**config.mk**
```make
export PLATFORM = sky130hd
export DESIGN_NAME = i2c_arb_status
export DESIGN_NICKNAME = d
export VERILOG_FILES = /design/src/rtl/i2c_arb_pkg.sv /design/src/rtl/arb_loss_detect.sv /design/src/rtl/bus_idle_edge.sv /design/src/rtl/status_flags.sv /design/src/rtl/i2c_arb_status.sv
export SDC_FILE = /design/constraint.sdc
export NUM_CORES = 1
export LEC_CHECK = 0
export BUFFER_PORTS_ARGS = -buffer_cell sky130_fd_sc_hd__buf_4
export CORE_AREA = 2 2 39 41
export DETAILED_ROUTE_END_ITERATION = 8
export DIE_AREA = 0 0 41 43
export SLEW_MARGIN = 20
export SYNTH_ARGS = -nofsm -noshare
export SYNTH_HDL_FRONTEND = slang
export SYNTH_SLANG_ARGS = --single-unit
```
**constraint.sdc**
```tcl
create_clock -name clk -period 1 [get_ports clk]
set_input_delay 0.15 -clock clk [delete_from_list [all_inputs] [get_ports clk]]
set_output_delay 0.15 -clock clk [all_outputs]
set_load 0.05 [all_outputs]
```
**src/rtl/i2c_arb_pkg.sv**
```systemverilog
// Package: shared types for the I2C arbitration and status flag unit.
// Assumes the byte engine encodes the current bit kind with bit_phase_e.
package i2c_arb_pkg;

    // Kind of bit currently on the wire, as reported by the byte engine
    typedef enum logic [1:0] {
        PH_NONE = 2'd0,
        PH_XMIT = 2'd1,
        PH_RACK = 2'd2,
        PH_TACK = 2'd3
    } bit_phase_e;

    // Indices of the individual arbitration-loss causes
    localparam int unsigned CAUSE_XMIT   = 0;
    localparam int unsigned CAUSE_RACK   = 1;
    localparam int unsigned CAUSE_BUSY   = 2;
    localparam int unsigned CAUSE_RSTART = 3;
    localparam int unsigned CAUSE_STOP   = 4;
    localparam int unsigned NUM_CAUSE    = 5;

    // Indices of the interrupt-flag sources
    localparam int unsigned SRC_ARB   = 0;
    localparam int unsigned SRC_BYTE  = 1;
    localparam int unsigned SRC_ADDR  = 2;
    localparam int unsigned SRC_NOACK = 3;
    localparam int unsigned SRC_IDLE  = 4;
    localparam int unsigned NUM_SRC   = 5;

endpackage

```
**src/rtl/arb_loss_detect.sv**
```systemverilog
// Module: arb_loss_detect
// Purely combinational. Evaluates each arbitration-loss condition in the
// current cycle and reports them as a cause vector plus an OR of the causes.
// It also reports a missing acknowledge for a transmitting master.
// Assumes sda_strobe is a single-cycle pulse at the SDA sample point and
// that start_req, rstart_req and stop_seen are single-cycle pulses.
module arb_loss_detect
    import i2c_arb_pkg::*;
#(
    parameter int unsigned N_CAUSE = NUM_CAUSE
) (
    input  logic                clk,
    input  logic                rst_n,
    input  bit_phase_e          phase,
    input  logic                strobe,
    input  logic                drv,
    input  logic                smp,
    input  logic                master,
    input  logic                tx,
    input  logic                start_req,
    input  logic                rstart_req,
    input  logic                stop_req,
    input  logic                stop_seen,
    input  logic                busy,
    output logic [N_CAUSE-1:0]  cause,
    output logic                loss,
    output logic                noack
);

    logic drive_clash;

    // Wire contradicts a released (high) SDA at the sample point
    always_comb drive_clash = strobe && master && drv && !smp;

    // Collect every loss cause in its own slot
    always_comb begin
        cause               = '0;
        cause[CAUSE_XMIT]   = drive_clash && (phase == PH_XMIT);
        cause[CAUSE_RACK]   = drive_clash && (phase == PH_RACK);
        cause[CAUSE_BUSY]   = start_req && busy;
        cause[CAUSE_RSTART] = rstart_req && !master;
        cause[CAUSE_STOP]   = stop_seen && master && !stop_req;
    end

    // Any cause means arbitration is lost this cycle
    always_comb loss = |cause;

    // Missing acknowledge after a byte sent by this master
    always_comb noack = strobe && (phase == PH_TACK) && smp && master && tx;

    // a START attempt on a busy bus is always reported as a loss
    p_busy_start_r3: assert property (@(posedge clk) disable iff (!rst_n)
        (start_req && busy) |-> loss);

    // a STOP the master requested is never a loss by itself
    p_req_stop_r4: assert property (@(posedge clk) disable iff (!rst_n)
        (stop_seen && stop_req && !start_req && !rstart_req && !strobe) |-> !loss);

    // a low drive by the master can never clash
    p_low_drive_r1: assert property (@(posedge clk) disable iff (!rst_n)
        (!drv && !start_req && !rstart_req && !stop_seen) |-> !loss);

endmodule

```
**src/rtl/bus_idle_edge.sv**
```systemverilog
// Module: bus_idle_edge
// Registers bus_busy and flags the cycle in which it drops from high to low.
// Assumes bus_busy is already synchronous to clk. The stored copy resets low,
// so no edge is reported on the first cycle after reset.
module bus_idle_edge (
    input  logic clk,
    input  logic rst_n,
    input  logic busy,
    output logic went_idle
);

    logic busy_q;

    // Keep last cycle's bus-busy level
    always_ff @(posedge clk) begin
        if (!rst_n) busy_q <= 1'b0;
        else        busy_q <= busy;
    end

    // Falling edge of bus-busy
    always_comb went_idle = busy_q && !busy;

    // an idle edge is only ever seen with the bus now free
    p_idle_low_r8: assert property (@(posedge clk) disable iff (!rst_n)
        went_idle |-> !busy);

    // a rising bus-busy is never treated as an idle edge
    p_rise_quiet_r8: assert property (@(posedge clk) disable iff (!rst_n)
        $rose(busy) |-> !went_idle);

endmodule

```
**src/rtl/status_flags.sv**
```systemverilog
// Module: status_flags
// Holds the arbitration-lost flag, the combined interrupt flag and the slave
// read/write bit. Hardware sets take priority over host write-one clears
// in the same cycle. Assumes the set inputs are already qualified.
module status_flags
    import i2c_arb_pkg::*;
#(
    parameter int unsigned N_SRC = NUM_SRC
) (
    input  logic             clk,
    input  logic             rst_n,
    input  logic             loss,
    input  logic [N_SRC-1:0] sources,
    input  logic             addr_hit,
    input  logic             rw_bit,
    input  logic             host_wr,
    input  logic             host_al_bit,
    input  logic             host_if_bit,
    output logic             arb_lost,
    output logic             int_flag,
    output logic             slave_rw
);

    logic clr_al;
    logic clr_if;
    logic any_src;

    // Decode the host's write-one-to-clear strobes
    always_comb begin
        clr_al = host_wr && host_al_bit;
        clr_if = host_wr && host_if_bit;
    end

    // Merge all interrupt sources
    always_comb any_src = |sources;

    // Arbitration-lost flag: set beats clear
    always_ff @(posedge clk) begin
        if (!rst_n)      arb_lost <= 1'b0;
        else if (loss)   arb_lost <= 1'b1;
        else if (clr_al) arb_lost <= 1'b0;
    end

    // Interrupt flag: set beats clear
    always_ff @(posedge clk) begin
        if (!rst_n)       int_flag <= 1'b0;
        else if (any_src) int_flag <= 1'b1;
        else if (clr_if)  int_flag <= 1'b0;
    end

    // Slave direction bit captured on an address match
    always_ff @(posedge clk) begin
        if (!rst_n)        slave_rw <= 1'b0;
        else if (addr_hit) slave_rw <= rw_bit;
    end

    // a detected loss is visible in the flag one edge later
    p_loss_sets_r1: assert property (@(posedge clk) disable iff (!rst_n)
        loss |=> arb_lost);

    // without a written one the lost flag stays set
    p_al_hold_r5: assert property (@(posedge clk) disable iff (!rst_n)
        (arb_lost && !(host_wr && host_al_bit)) |=> arb_lost);

    // without a written one the interrupt flag stays set
    p_if_hold_r5: assert property (@(posedge clk) disable iff (!rst_n)
        (int_flag && !(host_wr && host_if_bit)) |=> int_flag);

    // a set in the same cycle as a clear leaves the flag set
    p_set_wins_r6: assert property (@(posedge clk) disable iff (!rst_n)
        (loss && host_wr && host_al_bit) |=> arb_lost);

    // every rise of the lost flag comes with the interrupt flag
    p_al_raises_if_r7: assert property (@(posedge clk) disable iff (!rst_n)
        $rose(arb_lost) |-> int_flag);

    // an address match loads the received direction bit
    p_rw_load_r10: assert property (@(posedge clk) disable iff (!rst_n)
        addr_hit |=> (slave_rw == $past(rw_bit)));

    // the direction bit holds between address matches
    p_rw_hold_r10: assert property (@(posedge clk) disable iff (!rst_n)
        !addr_hit |=> $stable(slave_rw));

endmodule

```
**src/rtl/i2c_arb_status.sv**
```systemverilog
// Module: i2c_arb_status (top)
// Arbitration-loss detection, status flags and interrupt gating for an I2C
// controller. Line release and the master drop-out follow a loss in the same
// cycle. Flags update on the next edge. Assumes all inputs are synchronous
// to clk and that the event inputs are single-cycle pulses.
module i2c_arb_status
    import i2c_arb_pkg::*;
(
    input  logic       clk,
    input  logic       rst_n,
    input  logic [1:0] bit_phase,
    input  logic       sda_strobe,
    input  logic       sda_drv,
    input  logic       sda_smp,
    input  logic       is_master,
    input  logic       is_tx,
    input  logic       start_req,
    input  logic       rstart_req,
    input  logic       stop_req,
    input  logic       stop_seen,
    input  logic       bus_busy,
    input  logic       byte_done,
    input  logic       addr_hit,
    input  logic       rw_bit,
    input  logic       host_wr,
    input  logic       host_al_bit,
    input  logic       host_if_bit,
    input  logic       irq_en,
    input  logic       idle_irq_en,
    output logic       arb_lost,
    output logic       slave_rw,
    output logic       int_flag,
    output logic       irq,
    output logic       bus_release,
    output logic       master_keep
);

    logic [NUM_CAUSE-1:0] cause;
    logic [NUM_SRC-1:0]   sources;
    logic                 loss;
    logic                 noack;
    logic                 went_idle;
    bit_phase_e           phase;

    // Present the raw phase code as the shared enum
    always_comb phase = bit_phase_e'(bit_phase);

    arb_loss_detect #(.N_CAUSE(NUM_CAUSE)) u_detect (
        .clk        (clk),
        .rst_n      (rst_n),
        .phase      (phase),
        .strobe     (sda_strobe),
        .drv        (sda_drv),
        .smp        (sda_smp),
        .master     (is_master),
        .tx         (is_tx),
        .start_req  (start_req),
        .rstart_req (rstart_req),
        .stop_req   (stop_req),
        .stop_seen  (stop_seen),
        .busy       (bus_busy),
        .cause      (cause),
        .loss       (loss),
        .noack      (noack)
    );

    bus_idle_edge u_idle (
        .clk       (clk),
        .rst_n     (rst_n),
        .busy      (bus_busy),
        .went_idle (went_idle)
    );

    // Route each interrupt source into its slot
    always_comb begin
        sources           = '0;
        sources[SRC_ARB]  = loss;
        sources[SRC_BYTE] = byte_done;
        sources[SRC_ADDR] = addr_hit;
        sources[SRC_NOACK]= noack;
        sources[SRC_IDLE] = went_idle && idle_irq_en;
    end

    status_flags #(.N_SRC(NUM_SRC)) u_flags (
        .clk         (clk),
        .rst_n       (rst_n),
        .loss        (loss),
        .sources     (sources),
        .addr_hit    (addr_hit),
        .rw_bit      (rw_bit),
        .host_wr     (host_wr),
        .host_al_bit (host_al_bit),
        .host_if_bit (host_if_bit),
        .arb_lost    (arb_lost),
        .int_flag    (int_flag),
        .slave_rw    (slave_rw)
    );

    // Interrupt request gated by the enable
    always_comb irq = int_flag && irq_en;

    // Release the lines and drop master mode as soon as a loss shows
    always_comb begin
        bus_release = loss || arb_lost;
        master_keep = is_master && !bus_release;
    end

    // no master keeps the bus in a cycle where a loss is present
    p_release_now_r11: assert property (@(posedge clk) disable iff (!rst_n)
        loss |-> (bus_release && !master_keep));

    // with the enable low no request leaves the block
    p_irq_gate_r9: assert property (@(posedge clk) disable iff (!rst_n)
        !irq_en |-> !irq);

    // a bus-idle edge with its enable raises the flag next edge
    p_idle_sets_r8: assert property (@(posedge clk) disable iff (!rst_n)
        (went_idle && idle_irq_en) |=> int_flag);

endmodule

```
# Word level (Yosys, flattened, before mapping)
# Index checks and enable logic that the tools add are counted.
# classes
n_eq_ne	3
muxes	4
n_reduce_logical	29
# ops
cell	n
1-bit logical AND	19
9-bit OR reduction	1
1-bit logical NOT	5
5-bit OR reduction	1
2-bit == test, second input constant	2
1-bit 2-to-1 mux	4
2-bit nonzero test	2
2-bit by 1-bit == test with 1-bit output, second input constant	1
1-bit logical OR	1
# word_totals
register_bits	4
input_bits	22
out_inout_bits	6
word_cells	40

# Depth between registers and ports, before layout
# depth
ltp_word	8
ltp_mapped	4
ltp_nobuf	4

# By module
# A second synthesis with hierarchy kept.
# unflattened
hier_cells	31
area_unflattened_um2	274.0
# by_module_without_submodules
module	n_inst	cells_per_inst	area_each_um2
status_flags	1	10	116.4
arb_loss_detect	1	14	95.1
bus_idle_edge	1	3	36.3
i2c_arb_status	1	4	26.3

# Worst setup path before layout
# No wires, ideal clock.
# synth_path
path_type	input -> output
from	in bit_phase[0]
to	out master_keep
arrival_time_ns	1.780
required_ns	0.850
setup_slack_ns	-0.930
stages	4
path_buffers	0
cell_sequence	xnor2_1 > nor4b_1 > a211o_1 > nor3b_1
# synth_via
elab_chain_cells	6
elab_cells_between_ends	8
cone_classes	eq/ne (2); reduce/logical (6)
# synth_rtl
item	line_no	rtl
from (decl)	i2c_arb_status.sv:11	input logic [1:0] bit_phase,
2-bit by 1-bit == test with 1-bit output or 2-bit == test (tied branches)	arb_loss_detect.sv:38, arb_loss_detect.sv:39	
1-bit logical AND (on tied branches)	arb_loss_detect.sv:38, arb_loss_detect.sv:39	
5-bit OR reduction *	arb_loss_detect.sv:46	always_comb loss = |cause;
1-bit logical OR *	i2c_arb_status.sv:104	bus_release = loss || arb_lost;
1-bit logical NOT *	i2c_arb_status.sv:105	master_keep = is_master && !bus_release;
1-bit logical AND *	i2c_arb_status.sv:105	
to (decl)	i2c_arb_status.sv:35	output logic master_keep
# Every way passes the cells marked *; elsewhere a longest branch is shown, timed or not.

# Final worst setup path
# layout_path
from	in bit_phase[1]
to	out bus_release
# layout_via
elab_chain_cells	4
elab_cells_between_ends	6
cone_classes	eq/ne (2); reduce/logical (4)
# layout_rtl
item	line_no	rtl
2-bit by 1-bit == test with 1-bit output or 2-bit == test (tied branches)	arb_loss_detect.sv:38, arb_loss_detect.sv:39	
1-bit logical AND (on tied branches)	arb_loss_detect.sv:38, arb_loss_detect.sv:39	
5-bit OR reduction *	arb_loss_detect.sv:46	
1-bit logical OR *	i2c_arb_status.sv:104	
to (decl)	i2c_arb_status.sv:34	output logic bus_release,
# Marked as above.

==> metrics.cfg <==
[floorplanning]
initial_utilization_pct = 15.9
core_mm2 = 0.00138
die_h_um = 43
die_area_mm2 = 0.00176
pin_count = 28
dieWidth_um = 41
row_count = 14

[outcome]
violations = setup timing
outcome = finished, violations left

[pwr]
power_density_mw_per_mm2 = 1160
max-vdd-ir-drop_v = 0.000468
leakage_nw = 0.274

[hold_path]
hold_depth = 2
hp-class = input port to register

[route]
routedWlPerCell_um = 9.74
dr_total_vias = 323
first_pass_iters = 4
drc_errors = 0
drt_iter0_drc = 4
ant_nets = 0
routed_wirelength_um = 750
avgViaCountPerCell = 4.19

[worst_setup_path]
end_kind = output pin
crit_required_ps = 850
worst-r2r-cell-count = 3
worstPathMaxFanout = 3
startpoint_type = input port
critPathKind = input port to output pin
arrival_ps = 1150

[synth]
synth.ff_latch_count = 4
netlist.area_leader.share_pct = 36.4
ys_warn_count = 0
synth_area_leaders = dfxtp_1 (36%), nand2_1 (6.8%), and2_1 (5.7%)
syn-num-nets = 48
yosysSeqAreaShare_pct = 36.4
ys_types = 19
netlist_instances = 26
avgSynthCellArea_um2 = 8.47
synth.cell_area_um2 = 220
synth_area_leader_cell = dfxtp_1

[clocking]
max-clock-path-buffers = 2
cts_buffers = 3
cts.sinks = 4
cts.clk_slew.worst_paths_ps = 40
cts_hold_buf = 0
clk_latency_ps = 240
htree_levels = 1
root_buffer = clkbuf_4
cts_tree = yes

[grt]
grt_max_degree = 5
grt_pass1_wl_um = 1100
grt_pass1_vias = 313
overflow = 0
grtUsageTotal_pct = 9.14
antenna_found_initial = 0

[sta]
fin_crit_sh_pct = 130
grt_setup_unrepaired = yes
drv_slew = 0
finalSetupTns_ps = -590
finalCriticalPeriod_ps = 1300
setup_ws_ps = -304
hold_violations = 0
skew_ps = 4.81
fmax_mhz = 767
worst_slew_pin_slew_ps = 222
setup_viol = 4
relSlewSlack_pct = 85.1

[place]
gp_congestion = 0.607
port_buffers = 27
dp_cells = 73
hpwl_um = 593

[run]
maxCapViolCount = 0

[final_layout]
layout.cells.non_filler = 77
drive_above_1_share_pct = 68.9
area_growth_pct = 159
layout.nets = 84
insertedDiodeCount = 0

-- critical path, stage by stage --
cell,delay [ps]
buf_8,100
xnor2_2,150
nor4b_2,70
a211o_1,280
or2_4,250
buf_8,150
-- worst paths after layout --
check | startpoint | to | slack, ps
worst max register to register | u_flags.int_flag | u_flags.int_flag | 10
worst min register to register | u_flags.slave_rw | u_flags.slave_rw | 530
worst min-delay path | rst_n | u_flags.arb_lost | 150
worst max-delay path | bit_phase[1] | bus_release | -300
-- cells by family after synthesis --
group           share of synthesized area [%]
buf+inv                                  1.70
simple gates                             30.1
compound gates                           23.3
xor+xnor                                 3.98
flops                                    36.4
mux                                      4.55
-- through the flow --
stage	total power, mW	area, um^2	utilization, %	worst slack [ps]	hold slack [ps]
floorplan	0.301	248	-	-262	268
global placement	0.419	500	36.2	-376	381
detailed placement	0.420	500	36.2	-377	384
CTS	0.675	561	40.5	-342	135
global route	0.699	569	41.1	-334	152
finish	0.662	569	41.1	-304	146
-- final cells by class --
type / count / area [um^2]
Fill cell: 153 / 815
Timing Repair Buffer: 31 / 263
Multi-Input combinational cell: 21 / 171
Sequential cell: 4 / 85.1
Clock buffer: 4 / 26.3
Tap cell: 16 / 20.0
Inverter: 1 / 3.75
-- flip-flops by register name, summed over array words and instances (netlist names) --
signal and cells:
u_idle.busy_q 1, u_flags.slave_rw 1, u_flags.arb_lost 1, u_flags.int_flag 1
-- per-layer routing --
metal	track usage [%]	vias to the layer above	wire, um
li1	-	163	-
met1	9.97	142	280
met2	15.0	18	366
met3	1.57	0	103
met4	6.00	0	0
met5	0	-	0
-- synthesized netlist by cell type --
library cell and number:
dfxtp_1 4, nand2_1 4, and2_1 2, a211o_1 1, a211oi_1 1, a21boi_0 1
inv_1 1, mux2i_1 1, nand4_1 1, nor2_1 1, nor2b_1 1, nor3b_1 1
nor4b_1 1, o21a_1 1, o21ai_0 1, o22ai_1 1, o31a_1 1, or2_2 1
xnor2_1 1
-- what timing repair did --
item,in CTS,in global routing
setup buffers,1,0
setup endpoints to repair,4,5
gates resized for setup,9,2
pin swaps,5,2
-- placed cells by master (no fill, tap or decap), types with 2 or more instances in the layout --
| cell | Yosys | routed |
|---|---|---|
| buf_4 | 0 | 26 |
| nand2_1 | 4 | 4 |
| clkbuf_4 | 0 | 3 |
| buf_8 | 0 | 3 |
| buf_6 | 0 | 2 |
| dfxtp_1 | 4 | 2 |
-- where the power goes --
group | switching (mW) | internal, mW | leakage, nW | total (mW)
Combinational | 0.120 | 0.140 | 0.225 | 0.260
Clock | 0.0709 | 0.150 | 0.0150 | 0.221
Sequential | 0.00944 | 0.172 | 0.0340 | 0.181
Total | 0.200 | 0.462 | 0.274 | 0.662
Power figures use the tool's default switching activity.
